## src/rtl/sclk_gen.sv

```systemverilog
module sclk_gen #(
  parameter int SEL_W = 3,
  parameter int CNT_W = 8
) (
  input  logic             clk,
  input  logic             rst_n,
  input  logic [SEL_W-1:0] src_sel,
  input  logic             div3_en,
  input  logic             prog_en,
  input  logic [CNT_W-1:0] per_cfg,
  input  logic [CNT_W-1:0] low_cfg,
  output logic             tick,
  output logic             sclk,
  output logic             rise,
  output logic             fall
);
  localparam int PRE_W = (1 << SEL_W) - 2;
  localparam int CFG_W = SEL_W + 2 + 2 * CNT_W;

  logic [CFG_W-1:0] cfg_now, cfg_q;
  logic             restart;
  assign cfg_now = {src_sel, div3_en, prog_en, per_cfg, low_cfg};
  assign restart = cfg_now != cfg_q;

  always_ff @(posedge clk)
    if (!rst_n) cfg_q <= '0;
    else        cfg_q <= cfg_now;

  // power-of-two prescaler
  logic             src_on, pre_tick;
  logic [PRE_W-1:0] pre_cnt, pre_lim;
  assign src_on = src_sel != '0;
  always_comb pre_lim = src_on ? PRE_W'((1 << (int'(src_sel) - 1)) - 1) : '0;
  assign pre_tick = src_on && (pre_cnt == pre_lim);

  always_ff @(posedge clk)
    if (!rst_n || restart || !src_on) pre_cnt <= '0;
    else if (pre_tick)                pre_cnt <= '0;
    else                              pre_cnt <= pre_cnt + 1'b1;

  // divide-by-three stage
  logic [1:0] c3;
  logic       mid_tick;
  assign mid_tick = pre_tick && (!div3_en || c3 == 2'd2);

  always_ff @(posedge clk)
    if (!rst_n || restart)       c3 <= '0;
    else if (pre_tick && div3_en) c3 <= (c3 == 2'd2) ? 2'd0 : c3 + 2'd1;

  // period / low-time shaper
  logic [CNT_W-1:0] per_eff, low_eff, pc, pc_nx;
  logic             sclk_nx;
  assign per_eff = (per_cfg == '0) ? CNT_W'(1) : per_cfg;
  assign low_eff = (low_cfg >= per_eff) ? per_eff - 1'b1 : low_cfg;
  assign pc_nx   = (pc >= per_eff) ? '0 : pc + 1'b1;
  assign sclk_nx = prog_en ? (pc_nx > low_eff) : ~sclk;

  always_ff @(posedge clk)
    if (!rst_n || restart) begin
      pc   <= '0;
      sclk <= 1'b0;
      tick <= 1'b0;
      rise <= 1'b0;
      fall <= 1'b0;
    end else begin
      tick <= mid_tick;
      rise <= mid_tick && !sclk && sclk_nx;
      fall <= mid_tick && sclk && !sclk_nx;
      if (mid_tick) begin
        sclk <= sclk_nx;
        if (prog_en) pc <= pc_nx;
      end
    end

  p_strobe_excl_r8: assert property (@(posedge clk) disable iff (!rst_n)
    !(rise && fall));
  p_rise_level_r8: assert property (@(posedge clk) disable iff (!rst_n)
    rise |-> (sclk && !$past(sclk) && tick));
  p_fall_level_r8: assert property (@(posedge clk) disable iff (!rst_n)
    fall |-> (!sclk && $past(sclk) && tick));
  p_sclk_on_tick_r5: assert property (@(posedge clk) disable iff (!rst_n)
    ((sclk != $past(sclk)) && !$past(restart)) |-> tick);
  p_off_silent_r2: assert property (@(posedge clk) disable iff (!rst_n)
    (src_sel == '0) |=> (!tick && !rise));
  p_restart_low_r9: assert property (@(posedge clk) disable iff (!rst_n)
    restart |=> (!sclk && !tick && !fall));
endmodule

```

## config.mk

```make
export PLATFORM = sky130hd
export DESIGN_NAME = sclk_gen
export DESIGN_NICKNAME = d
export VERILOG_FILES = /design/src/rtl/sclk_gen.sv
export SDC_FILE = /design/constraint.sdc
export NUM_CORES = 1
export LEC_CHECK = 0
export ABC_CLOCK_PERIOD_IN_PS = 6000
export CAP_MARGIN = 25
export CELL_PAD_IN_SITES_DETAIL_PLACEMENT = 2
export CELL_PAD_IN_SITES_GLOBAL_PLACEMENT = 2
export CORE_ASPECT_RATIO = 1.5
export CORE_MARGIN = 1
export CORE_UTILIZATION = 40
export CTS_BUF_LIST = sky130_fd_sc_hd__clkbuf_16
export DETAILED_ROUTE_END_ITERATION = 8
export DONT_BUFFER_PORTS = 1
export PLACE_DENSITY = 0.92
export SLEW_MARGIN = 20
export SYNTH_ARGS = -nofsm -noshare
export SYNTH_HDL_FRONTEND = slang
export SYNTH_SLANG_ARGS = --single-unit
```

## constraint.sdc

```tcl
create_clock -name clk -period 6 [get_ports clk]
set_input_delay 1.2 -clock clk [delete_from_list [all_inputs] [get_ports clk]]
set_output_delay 1.2 -clock clk [all_outputs]
set_load 0.1 [all_outputs]
```

==> results by group, run 1 <==
Global routing
  • Vias in the first global route: 2927
  • First-pass GRT wire length: around 16 mm
  • Grt ovf: 0
  • Global Route Usage Sum: between 20 and 30%
  • Largest net degree at the start of global routing: 23
  • Initial antenna violation count: 0

Timing
  • Max Freq: ~190 MHz
  • Fin crit share: 88.09%
  • Final Max Tran Viols: 0
  • Worst slew pin tran: about 1100 ps
  • Tmin final: 5286 ps
  • Unrepaired setup endpoints after global routing: no
  • Worst slew margin: around 28%
  • Setup Skew: slightly above 4 ps
  • Final worst-path setup slack: roughly 700 ps
  • TNS Setup: 0 ps
  • Final hold vios: 0
  • Final setup vio count: 0

Final layout
  • Multi-input logic area: around 0.0020 mm^2
  • Sequential cell area: a little over 800 um^2
  • Share of layout cells above drive strength 1: about 5.2%
  • Layout filler cell count: between 700 and 800
  • Number of diodes: 0
  • Area grow syn2layout: 8.009%
  • Nets@finish: 382
  • Non-Filler Instances: roughly 400

Floorplan
  • Total I/O pin count: 27
  • Initial Util: 41.62%
  • Rows: 37
  • Die W: approximately 70 um
  • Die height: roughly 110 um
  • DIE AREA: 0.007577 mm^2
  • Core Footprint: 0.006944 mm^2

CTS
  • # hold bufs at CTS: 0
  • Clock-pin slew on the worst setup and hold paths: roughly 60 ps
  • CTS tree: built
  • Num CTS Buffers: 5
  • Worst-skew pair later-pin latency: between 200 and 300 ps
  • Clk buf depth: 2
  • CTS root buffer: clkbuf_16
  • H-tree lvl count: 2
  • Resized cells post-CTS: 0
  • Setup Buffers After CTS: 0
  • Clock sink total: 41

Flow run
  • Number of max-cap violations: 0

Placed design
  • Routability cong.: between 0.8 and 0.9
  • Port Buffers: 0
  • Pre-CTS setup slack: around 250 ps
  • Hpwl dp: about 7.3 mm
  • Cells after DPL: approximately 400

Min path
  • Hold path depth: 1
  • Worst min path class: reg -> reg

Logic synthesis
  • Register bit total from synthesis: a little over 40
  • Post-synthesis cell type count: 48
  • Largest cells by area after synthesis: dfxtp_1 (28%), ha_1 (15%), xnor2_1 (8.8%), and2_1 (5.4%), mux2i_1 (3.5%)
  • Ys Warns: 0
  • Ys async rst share: 0%
  • Cell taking the most area after synthesis: dfxtp_1
  • Cells after synthesis: about 330
  • EDFF count, synth: 0
  • Top cell type's share of synthesized area: ~28%
  • Top FF cell, synth: dfxtp_1
  • Syn avg cell area: between 8 and 9 um^2
  • Sequential-to-total area share from yosys stat: ~28%
  • Mapped cell area: a little under 0.003 mm^2
  • Syn nets: between 300 and 400

Worst setup path
  • CP bufs+invs: 1
  • Crit. End Element: flip-flop
  • Crit path largest cell delay: between 400 and 500 ps
  • Delay-heaviest family, CP: compound AO/OA/AOI/OAI gates
  • Most frequent CP cell: ha_1
  • Critical path type: in -> reg
  • Worst Reg2Reg Path Length in Cells: 14
  • Critical Path AT: between 5000 and 6000 ps
  • Worst setup SP type: input pin
  • Critical Path Fanout Max: 19
  • CP required: about 6200 ps
  • Critical-path cell list: or3_1 -> or4_1 -> o21bai_1 -> ha_1 -> nand2b_1 -> a2111oi_0 -> o31ai_1 -> buf_4 -> nor2_1 -> ha_1 -> nor2b_1 -> o211ai_1 -> a21oi_1 -> o21ai_0 -> nand2_1 -> and3b_1
  • CP Depth: 16
  • Worst path slowest cell: a2111oi_0

Outcome
  • Violated checks: DRC
  • Status: finished, violations left

Power and ir drop
  • Leak: 1.259 nW
  • Pwr dens: 222.1 mW/mm^2
  • Worst vdd ir: ~0.10 mV

Detailed routing
  • Avg WL per Cell: 24.55 um
  • DRC: 1
  • DRT Wirelength: roughly 10 mm
  • Routed vias/inst: between 6 and 7
  • 1st-iter DRT viols: about 110
  • DRT Pass-1 Iters: 6
  • Final ANT Viol Nets: 0
  • Vias: roughly 2500
## cells in the mapped netlist, types with 6 or more instances
cell,instances
nor2b_1,10
mux2i_1,10
a21oi_1,18
dfxtp_1,41
ha_1,34
and2_1,25
inv_1,19
nand3_1,7
nand2_1,12
o21ai_0,6
nand4b_1,6
nor2_1,22
nand4_1,10
xnor2_1,29
xor2_1,9
## cells in the final DEF (no fill, tap or decap), drive strengths merged, types with 3 or more instances in the layout
| cell type | synthesis | final |
|---|---|---|
| nor3 | 5 | 5 |
| a2111oi | 3 | 3 |
| nor4 | 3 | 3 |
| ha | 34 | 34 |
| nand4b | 6 | 6 |
| clkbuf | 5 | 5 |
| nand2b | 4 | 4 |
| nand3 | 8 | 8 |
| xor2 | 10 | 10 |
| xnor2 | 29 | 29 |
| and2 | 25 | 25 |
| o21a | 4 | 4 |
| a21oi | 18 | 18 |
| nand2 | 12 | 12 |
| or3 | 4 | 4 |
| and3 | 5 | 5 |
| nand4 | 10 | 10 |
| inv | 19 | 19 |
| mux2i | 10 | 10 |
| o31ai | 5 | 5 |
| nor2 | 22 | 22 |
| dfxtp | 41 | 41 |
| o41ai | 5 | 5 |
| nor2b | 10 | 10 |
| o21ai | 6 | 6 |
## per-stage QoR
step | hold slack (ps) | area (um^2) | total power (W) | util [%]
after global routing | 527.1 | 3122 | 0.0007213 | 44.96
final | 506.3 | 3122 | 0.0006933 | 44.96
after global placement | 483.7 | 2955 | 0.0003812 | 42.56
after detailed placement | 500.1 | 2955 | 0.0003923 | 42.56
after floorplan | 446.6 | 2890 | 0.0003677 | -
after CTS | 505.8 | 3115 | 0.0006989 | 44.86
## metal layers
layer | global-route usage [%] | part of all wire, % | vias up
met1 | 26.26 | 35 | 1245
met2 | 53.06 | 55 | 78
met5 | 0 | 0 | -
met4 | 18.57 | 6.0 | 0
li1 | - | - | 1151
met3 | 4.834 | 3.4 | 39
## final cells by class
class | instances | area share, %
inverters | 19 | 2.285
flip-flops and latches | 41 | 26.29
well taps | 78 | 3.126
repair buffers | 1 | 0.2405
clock inverters | 2 | 1.122
clock buffers | 5 | 4.008
multi-input cells | 257 | 62.93
## path summary, 6_finish.rpt
kind,start,to,slack [ps]
worst max-delay path,per_cfg[2],rise,710
worst min-delay path,pre_cnt[0],pre_cnt[0],510
worst max register to register,pc[0],rise,2480
worst min register to register,pre_cnt[0],pre_cnt[0],510
## power breakdown
group          leakage (nW)  internal (W)  switching (W)  total [W]
Sequential            0.336      0.000280     0.00000358   0.000283
Clock                0.0797      0.000193       0.000110   0.000303
Combinational         0.843     0.0000454      0.0000614   0.000107
Total                  1.26      0.000518       0.000175   0.000693
## cells by family after synthesis
family / after synthesis / synth area share (%)
AO/OA/AOI/OAI: 53 / 12.73
XOR/XNOR: 39 / 12.08
adder cells (fa/ha/maj): 34 / 14.72
buffers and inverters: 27 / 3.853
flip-flops: 41 / 28.40
multiplexers: 11 / 3.853
AND/OR/NAND/NOR: 120 / 24.37
## registers in the layout (all words and copies together) (netlist names)
register,count
pre_cnt,6
rise,1
tick,1
fall,1
c3,2
cfg_q,21
pc,8
sclk,1
(Power assumes the default switching activity.)
==> run 2, diff against run 1 <==
==> constraint.sdc (replaced) <==
create_clock -name clk -period 6 [get_ports clk]
set_input_delay 0.9 -clock clk [delete_from_list [all_inputs] [get_ports clk]]
set_output_delay 0.9 -clock clk [all_outputs]
set_load 0.1 [all_outputs]
==> results by group, run 2 (synthesis gave the netlist of run 1 again) <==
Final layout
  • Register with the most flip-flops: cfg_q
  • Most frequent cells in the layout: dfxtp_1 (41), ha_1 (34), xnor2_1 (29)
  • Biggest regs: cfg_q: 21 flops, pc: 8 flops, pre_cnt: 6 flops
  • Nets@finish: 385 (+0.79%)
  • Area grow syn2layout: 8.788%
  • Number of diodes: 0 (unchanged)
  • Commonest non-fill, non-tap cell in the layout: dfxtp_1
  • Max FFs per register: 21 (unchanged)
  • Share of layout cells above drive strength 1: 6.098% (+0.87 points)

Worst setup path
  • Delay-heaviest family, CP: compound AO/OA/AOI/OAI gates
  • Crit path largest cell delay: 690 ps (+200 ps)
  • R2R Path End: rise
  • Worst setup SP type: input pin
  • Critical-path cell list: or3_1 -> or4_1 -> o21bai_1 -> buf_4 -> ha_1 -> nand2b_1 -> a21oi_1 -> nor2b_1 -> o21ai_0 -> a31oi_2 -> mux2i_1 -> ha_1 -> nor2b_1 -> o211ai_1 -> a21oi_1 -> o21ai_0 -> nand2_1 -> and3b_1
  • Critical Path Fanout Max: 8 (-11)
  • Critical Path AT: 5030 ps (-440 ps)
  • Worst Reg2Reg Path Length in Cells: 14 (unchanged)
  • Reg2reg start: pc[0]
  • Worst path slowest cell: a31oi_2
  • Crit. End Element: flip-flop
  • CP required: 6180 ps (about the same)
  • CP bufs+invs: 1 (unchanged)
  • Reg2reg setup slack: 2610 ps (+130 ps)
  • Critical path type: in -> reg

Power and ir drop
  • Switching pwr: 0.0001701 W (-2.8%)
  • Net Sw Frac: 24.69% (-0.54 points)
  • Worst vdd ir: 0.09415 mV (-5.5%)
  • Clock power share: 43.3% (-0.4 points)
  • Internal: 0.0005188 W (about the same)
  • Pwr dens: 219.1 mW/mm^2 (-1.4%)
  • Leak: 1.273 nW (+1.1%)
  • Flop pwr share: 41.2% (+0.3 points)
  • Logic pwr share: 15.6% (+0.2 points)

Detailed routing
  • Vias: 2471 (-1.7%)
  • 1st-iter DRT viols: 29 (-72%)
  • DRC: 1 (unchanged)
  • Avg WL per Cell: 22.64 um (-7.8%)
  • DRT Wirelength: 9.192 mm (-7.1%)
  • Final ANT Viol Nets: 0 (unchanged)
  • Routed vias/inst: 6.086 (-2.4%)
  • DRT Pass-1 Iters: 6 (unchanged)

Timing
  • Setup Skew: 3.384 ps (-0.7300 ps)
  • Worst slew pin tran: 1081 ps (+2.721 ps)
  • Worst slew margin: 27.82% (-0.18 points)
  • Final hold vios: 0 (unchanged)
  • Final setup vio count: 0 (unchanged)
  • Tmin final: 4850 ps (-435.6 ps)
  • Final Max Tran Viols: 0 (unchanged)
  • Fin crit share: 80.83% (-7.3 points)
  • Max Freq: 206.2 MHz (+9.0%)
  • Hold Slack: 525.3 ps (+18.98 ps)
  • Unrepaired setup endpoints after global routing: no
  • TNS Setup: 0 ps (unchanged)

Global routing
  • Grt ovf: 0 (unchanged)
  • Global Route Usage Sum: 26.12% (-1.7 points)
  • Vias in the first global route: 2812 (-3.9%)
  • First-pass GRT wire length: 14.81 mm (-5.2%)
  • Largest net degree at the start of global routing: 23 (unchanged)
  • Initial antenna violation count: 0 (unchanged)

Floorplan
  • Die height: 106.1 um (unchanged)
  • DIE AREA: 0.007577 mm^2 (unchanged)
  • Die W: 71.41 um (unchanged)
  • Rows: 37 (unchanged)
  • Initial Util: 41.62% (unchanged)
  • Core Footprint: 0.006944 mm^2 (unchanged)
  • Total I/O pin count: 27 (unchanged)

CTS
  • Setup Buffers After CTS: 0 (unchanged)
  • CTS root buffer: clkbuf_16
  • Num CTS Buffers: 5 (unchanged)
  • # hold bufs at CTS: 0 (unchanged)
  • Clock-pin slew on the worst setup and hold paths: 60 ps (about the same)
  • Clk buf depth: 2 (unchanged)
  • H-tree lvl count: 2 (unchanged)
  • CTS tree: built
  • Clock sink total: 41 (unchanged)
  • Resized cells post-CTS: 0 (unchanged)
  • Worst-skew pair later-pin latency: 290 ps (about the same)

Min path
  • Hold path endpoint: c3[1]
  • Hold path depth: 2 (+1)
  • Worst min path class: reg -> reg
  • Worst hold start: c3[1]

Outcome
  • Status: finished, violations left
  • Violated checks: DRC

Placed design
  • Hpwl dp: 6.972 mm (-4.7%)
  • Port Buffers: 0 (unchanged)
  • Routability cong.: 0.8876 (+7.1%)

Flow run
  • Number of max-cap violations: 0 (unchanged)
-- run 2: cell count changes in the layout (fill, tap and decap cells not counted), sizes merged --
| cell | before | now |
|---|---|---|
| buf | 1 | 3 |
| clkbuf | 5 | 6 |
-- run 2: worst max path at each step --
stage / from / slack [ps] / cells after the start / end
3_3_place_gp: per_cfg[2] / 1250 / 18 / rise
4_1_cts: per_cfg[2] / 900 / 18 / rise
3_5_place_dp: per_cfg[2] / 850 / 18 / rise
6_report: per_cfg[2] / 1150 / 18 / rise
5_1_grt: per_cfg[2] / 1010 / 18 / rise
2_1_floorplan: per_cfg[2] / 1440 / 17 / rise
-- run 2: through the flow --
stage	setup WS, ps	total power, W	std cells	cell area, um^2	util (%)
after floorplan	1439	0.0003677	325	2890	-
after global placement	1254	0.0003815	398	2970	42.77
after detailed placement	854.0	0.0003918	398	2970	42.77
after CTS	898.3	0.0006957	405	3131	45.08
after global routing	1006	0.0007177	406	3144	45.28
final	1150	0.0006888	406	3144	45.28
-- run 2: layout make-up --
| type | instances | area [um^2] |
|---|---|---|
| Clock buffer | 5 | 125.1 |
| Fill cell | 766 | 3800 |
| Timing Repair Buffer | 4 | 30.03 |
| Tap cell | 78 | 97.59 |
| Sequential cell | 41 | 820.8 |
| Clock inverter | 2 | 35.03 |
| Inverter | 19 | 71.32 |
| Multi-Input combinational cell | 257 | 1964 |
-- run 2: power by group through the flow --
stage	clock network (W)	registers (W)	logic, W
floorplan	0	0.000289	0.0000792
global placement	0	0.000289	0.0000927
detailed placement	0	0.000290	0.000102
CTS	0.000306	0.000284	0.000107
global route	0.000318	0.000284	0.000116
finish	0.000298	0.000283	0.000107
-- run 2: worst min-delay path, cell delays in order, from the launching register on --
cell     delay [ps]
dfxtp_1         340
o31ai_1          80
a21oi_1          60
-- run 2: layer usage --
metal | part of all wire (%) | track usage, %
met5 | 0 | 0
met4 | 4.2 | 14.00
met3 | 2.8 | 3.507
met2 | 57 | 52.45
met1 | 36 | 24.47
==> run 3, diff against run 2 <==
--- a/config.mk
+++ b/config.mk
@@ -5,7 +5,7 @@
 export SDC_FILE = /design/constraint.sdc
 export NUM_CORES = 1
 export LEC_CHECK = 0
-export ABC_CLOCK_PERIOD_IN_PS = 6000
+export ABC_CLOCK_PERIOD_IN_PS = 4990
 export CAP_MARGIN = 25
 export CELL_PAD_IN_SITES_DETAIL_PLACEMENT = 2
 export CELL_PAD_IN_SITES_GLOBAL_PLACEMENT = 2
==> constraint.sdc (replaced) <==
create_clock -name clk -period 4.99 [get_ports clk]
set_input_delay 0.7485 -clock clk [delete_from_list [all_inputs] [get_ports clk]]
set_output_delay 0.7485 -clock clk [all_outputs]
set_load 0.1 [all_outputs]
==> results by group, run 3 (synthesis gave the netlist of run 1 again) <==
Detailed routing
  • 1st-iter DRT viols: 66 (+130%)
  • DRC: 1 (unchanged)
  • Vias: 2425 (-1.9%)
  • Final ANT Viol Nets: 0 (unchanged)
  • DRT Wirelength: 9.043 mm (-1.6%)
  • Routed vias/inst: 5.988 (-1.6%)
  • Avg WL per Cell: 22.33 um (-1.4%)
  • DRT Pass-1 Iters: 6 (unchanged)

Global routing
  • Global Route Usage Sum: 25.36% (-0.77 points)
  • First-pass GRT wire length: 14.55 mm (-1.8%)
  • Grt ovf: 0 (unchanged)
  • Initial antenna violation count: 0 (unchanged)
  • Largest net degree at the start of global routing: 23 (unchanged)
  • Vias in the first global route: 2832 (+0.71%)

CTS
  • Setup Buffers After CTS: 0 (unchanged)
  • Clk buf depth: 2 (unchanged)
  • # hold bufs at CTS: 0 (unchanged)
  • Clock sink total: 41 (unchanged)
  • CTS root buffer: clkbuf_16
  • Num CTS Buffers: 5 (unchanged)
  • Resized cells post-CTS: 0 (unchanged)
  • CTS tree: built
  • Worst-skew pair later-pin latency: 280 ps (about the same)
  • H-tree lvl count: 2 (unchanged)
  • Clock-pin slew on the worst setup and hold paths: 60 ps (about the same)

Worst setup path
  • Reg2reg start: pc[0]
  • Worst path slowest cell: a2111oi_0
  • Critical path type: in -> reg
  • Worst setup SP type: input pin
  • Crit path largest cell delay: 460 ps (-230 ps)
  • Critical Path Fanout Max: 19 (+11)
  • CP required: 5170 ps (-1010 ps)
  • CP bufs+invs: 2 (+1)
  • Crit. End Element: flip-flop
  • Worst Reg2Reg Path Length in Cells: 14 (unchanged)
  • Critical-path cell list: or3_1 -> or4_1 -> o21bai_1 -> buf_4 -> ha_1 -> nand2b_1 -> a2111oi_0 -> o31ai_1 -> buf_4 -> nor2_1 -> ha_1 -> nor2b_1 -> o211ai_1 -> a21oi_1 -> o21ai_0 -> nand2_1 -> and3b_1
  • Delay-heaviest family, CP: simple AND/OR/NAND/NOR gates
  • R2R Path End: rise
  • Critical Path AT: 4790 ps (-240 ps)
  • CP startpoint: per_cfg[2]
  • Reg2reg setup slack: 1550 ps (-1060 ps)

Flow run
  • Number of max-cap violations: 0 (unchanged)

Floorplan
  • Die height: 106.1 um (unchanged)
  • Core Footprint: 0.006944 mm^2 (unchanged)
  • Initial Util: 41.62% (unchanged)
  • Die W: 71.41 um (unchanged)
  • DIE AREA: 0.007577 mm^2 (unchanged)
  • Total I/O pin count: 27 (unchanged)
  • Rows: 37 (unchanged)

Timing
  • Worst slew pin tran: 1110 ps (+29.18 ps)
  • Worst slew margin: 25.36% (-2.5 points)
  • Final Max Tran Viols: 0 (unchanged)
  • Final worst-path setup slack: 375.4 ps (-774.7 ps)
  • Fin crit share: slightly above 90%
  • Final hold vios: 0 (unchanged)
  • Max Freq: 216.7 MHz
  • Setup Skew: 4.208 ps (+0.8238 ps)
  • Final setup vio count: 0 (unchanged)
  • Unrepaired setup endpoints after global routing: no
  • Tmin final: around 4600 ps
  • Hold Slack: 514.0 ps (-11.21 ps)

Final layout
  • Register with the most flip-flops: cfg_q
  • Sequential cell area: 820.8 um^2 (unchanged)
  • Biggest regs: cfg_q: 21 flops, pc: 8 flops, pre_cnt: 6 flops
  • Most frequent cells in the layout: dfxtp_1 (41), ha_1 (34), xnor2_1 (29)
  • Area grow syn2layout: 8.528%
  • Nets@finish: 384 (-0.26%)
  • Number of diodes: 0 (unchanged)
  • Share of layout cells above drive strength 1: 5.810% (-0.29 points)
  • Multi-input logic area: 0.001964 mm^2 (unchanged)
  • Non-Filler Instances: 405 (-0.25%)
  • Max FFs per register: 21 (unchanged)
  • Layout filler cell count: 757 (-1.2%)
  • Commonest non-fill, non-tap cell in the layout: dfxtp_1

Power and ir drop
  • Flop pwr share: 41.2% (about the same)
  • Logic pwr share: 15.3% (-0.3 points)
  • Net Sw Frac: 24.61% (-0.080 points)
  • Internal: 0.0006239 W (+20%)
  • Clock power share: 43.5% (+0.2 points)
  • Leak: 1.268 nW (-0.38%)
  • Worst vdd ir: 0.1122 mV (+19%)
  • Pwr dens: 263.8 mW/mm^2 (+20%)
  • Switching pwr: 0.0002036 W (+20%)

Outcome
  • Violated checks: DRC
  • Status: finished, violations left

Min path
  • Hold path endpoint: c3[0]
  • Hold path depth: 2 (unchanged)
  • Worst hold start: c3[0]
  • Worst min path class: reg -> reg

Placed design
  • Pre-CTS setup slack: -6.838 ps (-860.9 ps)
  • Routability cong.: 0.8581 (-3.3%)
  • Hpwl dp: 6.876 mm (-1.4%)
  • Cells after DPL: 398 (unchanged)
  • Port Buffers: 0 (unchanged)
==> run 3: per-layer routing <==
layer,share of wire (%),vias up,global-route usage [%]
met4,2.9,0,11.14
met5,0,-,0
met2,57,32,51.02
li1,-,1153,-
met1,38,1220,24.88
met3,2.2,20,3.033
==> run 3: final cells by class <==
cell class	count	area share (%)
Clock buffer	5	3.989
Clock inverter	2	1.117
Inverter	19	2.274
Multi-Input combinational cell	257	62.62
Sequential cell	41	26.17
Tap cell	78	3.111
Timing Repair Buffer	3	0.7180
==> run 3: worst max-delay path by stage <==
stage | endpoint | slack (ps) | depth (start not counted)
2_1_floorplan | rise | 580 | 17
3_3_place_gp | rise | 460 | 17
3_5_place_dp | rise | -7 | 17
4_1_cts | rise | 270 | 16
5_1_grt | rise | 50 | 17
6_report | rise | 380 | 17
==> run 3: tightest hold or removal path, stage by stage (launching register included) <==
cell	delay (ps)
dfxtp_1	330
o31ai_1	70
a21oi_1	70
==> run 3: power by group through the flow <==
stage / clock network, W / registers (W) / logic [W]
floorplan: 0 / 0.000347 / 0.0000952
global placement: 0 / 0.000347 / 0.000111
detailed placement: 0 / 0.000348 / 0.000123
CTS: 0.000366 / 0.000341 / 0.000127
global route: 0.000380 / 0.000341 / 0.000139
finish: 0.000360 / 0.000341 / 0.000127
==> run 3: metrics by stage <==
step                      TNS, ps  total power [W]  util (%)  area, um^2
after CTS                       0        0.0008342     45.08        3131
after detailed placement   -6.838        0.0004712     42.77        2970
after global routing            0        0.0008597     45.17        3137
final                           0        0.0008275     45.17        3137
after floorplan                 0        0.0004421         -        2890
after global placement          0        0.0004586     42.77        2970
